## config.mk

```make
export PLATFORM = sky130hd
export DESIGN_NAME = dac_ctrl
export DESIGN_NICKNAME = d
export VERILOG_FILES = /design/src/rtl/dac_pkg.sv /design/src/rtl/dac_regfile.sv /design/src/rtl/dac_conv_chan.sv /design/src/rtl/dac_ctrl.sv
export SDC_FILE = /design/constraint.sdc
export NUM_CORES = 1
export LEC_CHECK = 0
export CAP_MARGIN = 20
export CORE_MARGIN = 1
export CORE_UTILIZATION = 30
export CTS_CLUSTER_SIZE = 16
export DETAILED_ROUTE_END_ITERATION = 8
export PLACE_DENSITY = 0.6
export SYNTH_ARGS = -nofsm -noshare
export SYNTH_HDL_FRONTEND = slang
export SYNTH_SLANG_ARGS = --single-unit
export TNS_END_PERCENT = 5
```

## constraint.sdc

```tcl
create_clock -name clk -period 2.18 [get_ports clk]
set_clock_uncertainty 0.2 [all_clocks]
set_input_delay 0.436 -clock clk [delete_from_list [all_inputs] [get_ports clk]]
set_output_delay 0.436 -clock clk [all_outputs]
set_load 0.1 [all_outputs]
```

## src/rtl/dac_pkg.sv

```systemverilog
package dac_pkg;
    localparam int unsigned DAC_DW  = 8;
    localparam int unsigned DAC_NCH = 2;

    typedef logic [DAC_DW-1:0] dac_code_t;
endpackage

```

## src/rtl/dac_regfile.sv

```systemverilog
module dac_regfile #(
    parameter int unsigned NCH = 2,
    parameter int unsigned DW  = 8,
    parameter int unsigned AW  = 2
) (
    input  logic              clk,
    input  logic              rst_n,
    input  logic              wr_en,
    input  logic [AW-1:0]     wr_addr,
    input  logic [DW-1:0]     wr_data,
    input  logic [AW-1:0]     rd_addr,
    output logic [DW-1:0]     rd_data,
    output logic [NCH*DW-1:0] code_reg,
    output logic [NCH-1:0]    start,
    output logic [NCH-1:0]    stop
);
    localparam int unsigned CTRL_OFS = NCH;

    typedef struct packed {
        logic [NCH*DW-1:0] code;
        logic [NCH-1:0]    en;
    } regs_t;

    regs_t regs_d, regs_q;
    logic  ctrl_wr;

    always_comb begin
        regs_d  = regs_q;
        start   = '0;
        stop    = '0;
        ctrl_wr = wr_en && (int'(wr_addr) == CTRL_OFS);
        for (int i = 0; i < NCH; i++) begin
            if (wr_en && (int'(wr_addr) == i)) begin
                regs_d.code[i*DW +: DW] = wr_data;
                start[i] = regs_q.en[i];
            end
            if (ctrl_wr) begin
                regs_d.en[i] = wr_data[i];
                if (wr_data[i] && !regs_q.en[i]) start[i] = 1'b1;
                if (!wr_data[i])                 stop[i]  = 1'b1;
            end
        end
    end

    always_ff @(posedge clk or negedge rst_n) begin
        if (!rst_n) regs_q <= '0;
        else        regs_q <= regs_d;
    end

    always_comb begin
        rd_data = '0;
        for (int i = 0; i < NCH; i++) begin
            if (int'(rd_addr) == i) rd_data = regs_q.code[i*DW +: DW];
        end
        if (int'(rd_addr) == CTRL_OFS) rd_data[NCH-1:0] = regs_q.en;
    end

    assign code_reg = regs_q.code;
endmodule

```

## src/rtl/dac_conv_chan.sv

```systemverilog
module dac_conv_chan #(
    parameter int unsigned DW          = 8,
    parameter int unsigned CONV_CYCLES = 10
) (
    input  logic          clk,
    input  logic          rst_n,
    input  logic          start,
    input  logic          stop,
    input  logic [DW-1:0] code_in,
    output logic [DW-1:0] code_out,
    output logic          drive
);
    localparam int unsigned CW = $clog2(CONV_CYCLES + 1);
    localparam logic [CW-1:0] RELOAD = CW'(CONV_CYCLES);

    typedef struct packed {
        logic [CW-1:0] cnt;
        logic [DW-1:0] code;
        logic          drive;
    } chan_t;

    chan_t st_d, st_q;

    always_comb begin
        st_d = st_q;
        if (stop) begin
            st_d = '0;
        end else if (start) begin
            st_d.cnt = RELOAD;
        end else if (st_q.cnt != '0) begin
            st_d.cnt = st_q.cnt - 1'b1;
            if (st_q.cnt == CW'(1)) begin
                st_d.code  = code_in;
                st_d.drive = 1'b1;
            end
        end
    end

    always_ff @(posedge clk or negedge rst_n) begin
        if (!rst_n) st_q <= '0;
        else        st_q <= st_d;
    end

    assign code_out = st_q.code;
    assign drive    = st_q.drive;
endmodule

```

## src/rtl/dac_ctrl.sv

```systemverilog
module dac_ctrl #(
    parameter int unsigned NCH         = dac_pkg::DAC_NCH,
    parameter int unsigned DW          = dac_pkg::DAC_DW,
    parameter int unsigned AW          = 2,
    parameter int unsigned CONV_CYCLES = 10
) (
    input  logic              clk,
    input  logic              rst_n,
    input  logic              wr_en,
    input  logic [AW-1:0]     wr_addr,
    input  logic [DW-1:0]     wr_data,
    input  logic [AW-1:0]     rd_addr,
    output logic [DW-1:0]     rd_data,
    output logic [NCH*DW-1:0] dac_code,
    output logic [NCH-1:0]    dac_drive
);
    logic [NCH*DW-1:0] code_reg;
    logic [NCH-1:0]    start;
    logic [NCH-1:0]    stop;

    dac_regfile #(.NCH(NCH), .DW(DW), .AW(AW)) u_regs (
        .clk      (clk),
        .rst_n    (rst_n),
        .wr_en    (wr_en),
        .wr_addr  (wr_addr),
        .wr_data  (wr_data),
        .rd_addr  (rd_addr),
        .rd_data  (rd_data),
        .code_reg (code_reg),
        .start    (start),
        .stop     (stop)
    );

    for (genvar g = 0; g < NCH; g++) begin : g_chan
        dac_conv_chan #(.DW(DW), .CONV_CYCLES(CONV_CYCLES)) u_chan (
            .clk      (clk),
            .rst_n    (rst_n),
            .start    (start[g]),
            .stop     (stop[g]),
            .code_in  (code_reg[g*DW +: DW]),
            .code_out (dac_code[g*DW +: DW]),
            .drive    (dac_drive[g])
        );
    end
endmodule

```

==> impl_metrics.csv <==
group,metric,value,unit
place,post-dp-hpwl,3.58,mm
global_routing,grt_max_degree,26,
timing,tns,0,ns
logic_synthesis,synthAdderAreaFrac,3.15,%
route,dr_total_vias,1595,
place,dpl.cell_count,354,
cells_and_area,fillCellCount,775,
timing,period_needed,2.15,ns
logic_synthesis,synth.top_cell.area_share,46.2,%
worst_setup_path,reg2regPathDepth,6,
worst_setup_path,timing.rr.start,"g_chan[0].u_chan.st_q[9]$_DFFE_PN0P_",
place,place_area,2960,µm²
clock_network,cts_buffers,5,
floorplanning,rows,32,
timing,fmaxAchievable,0.465,GHz
clock_network,cts_tree,"built",
logic_synthesis,yosys.area.top_type,"dfrtp_1",
cells_and_area,finalInstanceArea,3100,µm²
worst_setup_path,arrival,1.51,ns
logic_synthesis,synth-simple-area-share,16.3,%
worst_setup_path,crit_path_start,"rd_addr[1]",
cells_and_area,final_cell_mix,"44 x dfrtp_1, 38 x nand2_1, 31 x buf_4",
global_routing,grt_pass1_vias,1648,
cells_and_area,antennaDiodeCount,0,
worst_setup_path,critPathLaunchType,"input port",
place,port_buffers,40,
clock_network,h-tree-depth,2,
logic_synthesis,synth_top_family_by_area,"multiplexers",
timing,finalCritPeriodShare,98.6,%
hold_path,hold_class,"register to register",
worst_setup_path,cp_data_required_time,1.54,ns
timing,finalHoldViolations,0,
worst_setup_path,path_class,"input port to output pin",
status,outcome,"complete, no violations",
route,first_iter_violations,94,
logic_synthesis,synth_flop_cell,"dfrtp_1",
timing,setup_viol,0,
logic_synthesis,synthMuxAreaShare,19.4,%
logic_synthesis,yosys-top-cells-area,"dfrtp_1 46%, mux2i_1 11%, mux2_2 8.5%",
place,routabilityCongestion,0.784,
logic_synthesis,synth.distinct_cells,35,
timing,drv_slew,0,
worst_setup_path,r2r_slack,0.08,ns
logic_synthesis,synthXorXnorAreaFrac,1.10,%
timing,max_slew_margin,67.0,%
route,routed_wl,4.79,mm
logic_synthesis,synth_nets,245,
clock_network,clockRootBuffer,"clkbuf_8",
logic_synthesis,synth-seq-cells,44,
route,viasPerCell,4.37,
place,preCtsSetupSlack,-0.0713,ns
worst_setup_path,r2r-end,"g_chan[0].u_chan.code_out[1]$_DFFE_PN0P_",
worst_setup_path,endpoint_kind,"output pin",
logic_synthesis,netlist_area,2380,µm²
logic_synthesis,syn_inst,224,
route,ant_nets,0,
power_and_ir_drop,power_density,1370,nW/µm²
cells_and_area,multi_input_area,1090,µm²
route,drc,0,
clock_network,cts_sinks,44,
route,firstDrtPassIters,4,
power_and_ir_drop,power,4260,µW
timing,rsz0062_at_grt,"yes",
cells_and_area,fin_cells,365,
power_and_ir_drop,power.leakage,0.00141,µW
cells_and_area,syn_to_final_growth,30.2,%
global_routing,overflow,0,
global_routing,gr-usage-all-layers,12.5,%
power_and_ir_drop,ir_worst_vdd,688,µV
floorplanning,start_util,31.0,%
job,maxCapViolCount,0,
global_routing,antenna_found_initial,0,
cells_and_area,final_common_cell,"dfrtp_1",
logic_synthesis,ys_warn_count,0,
clock_network,clk_pin_slew,0.09,ns
floorplanning,die_x,91.1,µm
global_routing,grt_pass1_wl,8.16,mm
logic_synthesis,synth-seq-area-share,46.2,%
floorplanning,pin_count,41,
worst_setup_path,cp-endpoint,"rd_data[1]",
worst_setup_path,critPathMaxFanout,2,
logic_synthesis,avgSynthCellArea,10.6,µm²
cells_and_area,seqCellArea,1100,µm²
logic_synthesis,synth_edf_count,0,
logic_synthesis,synth_compound_area_share,4.25,%
floorplanning,core,7690,µm²
clock_network,clk_latency,0.30,ns
floorplanning,dieArea,8310,µm²
timing,fin_ws,0.0305,ns
cells_and_area,nets,283,
route,wl_per_cell,13.1,µm
cells_and_area,drive_gt1_share,31.9,%
floorplanning,die_y,91.1,µm
timing,tightest_slew,0.495,ns
logic_synthesis,async_reset_ff_share,100,%
clock_network,clk_path_buf_depth,2,
[cells in the mapped netlist (all sizes together), types with 2 or more instances]
cell type,number
a21oi,5
buf,27
clkbuf,2
dfrtp,44
ha,6
inv,6
mux2,18
mux2i,26
nand2,38
nand2b,3
nand3b,4
nand4bb,2
nor2,13
nor2b,2
nor3,3
nor3b,2
o21a,2
o21ai,7
or2b,2
xnor2,2
[logic make-up (layout without fill, tap and decap cells)]
family	Yosys count	after routing
AOI/OAI and AO/OA	17	17
xor gates and xnor gates	3	3
adders and majority gates	6	6
buffers and inverters	35	74
DFF	44	44
muxes	44	44
and+or+nand+nor	75	75
[worst min path at each step]
| stage | depth (start not counted) | slack [ns] | start | to |
|---|---|---|---|---|
| 2_1_floorplan | 0 | -0.06 | rst_n | g_chan[0].u_chan.code_out[0]$_DFFE_PN0P_ |
| 3_3_place_gp | 1 | 0.22 | rst_n | g_chan[0].u_chan.st_q[9]$_DFFE_PN0P_ |
| 3_5_place_dp | 1 | 0.23 | rst_n | g_chan[0].u_chan.st_q[10]$_DFFE_PN0P_ |
| 4_1_cts | 1 | 0.30 | g_chan[1].u_chan.drive$_DFFE_PN0P_ | g_chan[1].u_chan.drive$_DFFE_PN0P_ |
| 5_1_grt | 1 | 0.33 | g_chan[1].u_chan.drive$_DFFE_PN0P_ | g_chan[1].u_chan.drive$_DFFE_PN0P_ |
| 6_report | 1 | 0.30 | g_chan[1].u_chan.drive$_DFFE_PN0P_ | g_chan[1].u_chan.drive$_DFFE_PN0P_ |
[metrics by stage]
stage                     hold slack [ns]  util, %
after global placement              0.224     38.4
after detailed placement            0.232     38.4
after CTS                           0.305     40.1
after floorplan                   -0.0596        -
after global routing                0.332     40.4
final                               0.296     40.4
[critical path, stage by stage]
cell and delay [ns]:
clkdlybuf4s50_1 0.50, nor2b_1 0.18, nand2_1 0.10, o21ai_4 0.10
buf_12 0.19
[where the power goes]
part	internal (µW)	switching [µW]
sequential	1090	202
combinational	726	1600
clock	345	300
[cell type report]
cell class                 instances  area share (%)
clock buffer                       5            2.22
clock inverter                     3            1.53
inverter                           6           0.726
multi-input combinational        145            35.3
sequential                        44            35.5
tap                              102            4.11
timing repair buffer              60            20.7
[layer usage]
metal  track usage (%)  part of all wire, %  vias up
met1              17.1                   50      755
li1                  -                    -      811
met3              3.02                  3.7        3
met4              4.37                 0.88        0
met5                 0                    0        -
met2              19.1                   45       26
[timing repair]
item	4_1_cts	5_1_grt
hold endpoints to repair	19	0
setup buffers	0	1
cloned	0	1
resized for setup	1	3
endpoints found under the setup margin	8	9
hold buffers	1	0
No activity file was read; power rests on OpenSTA's default activity.
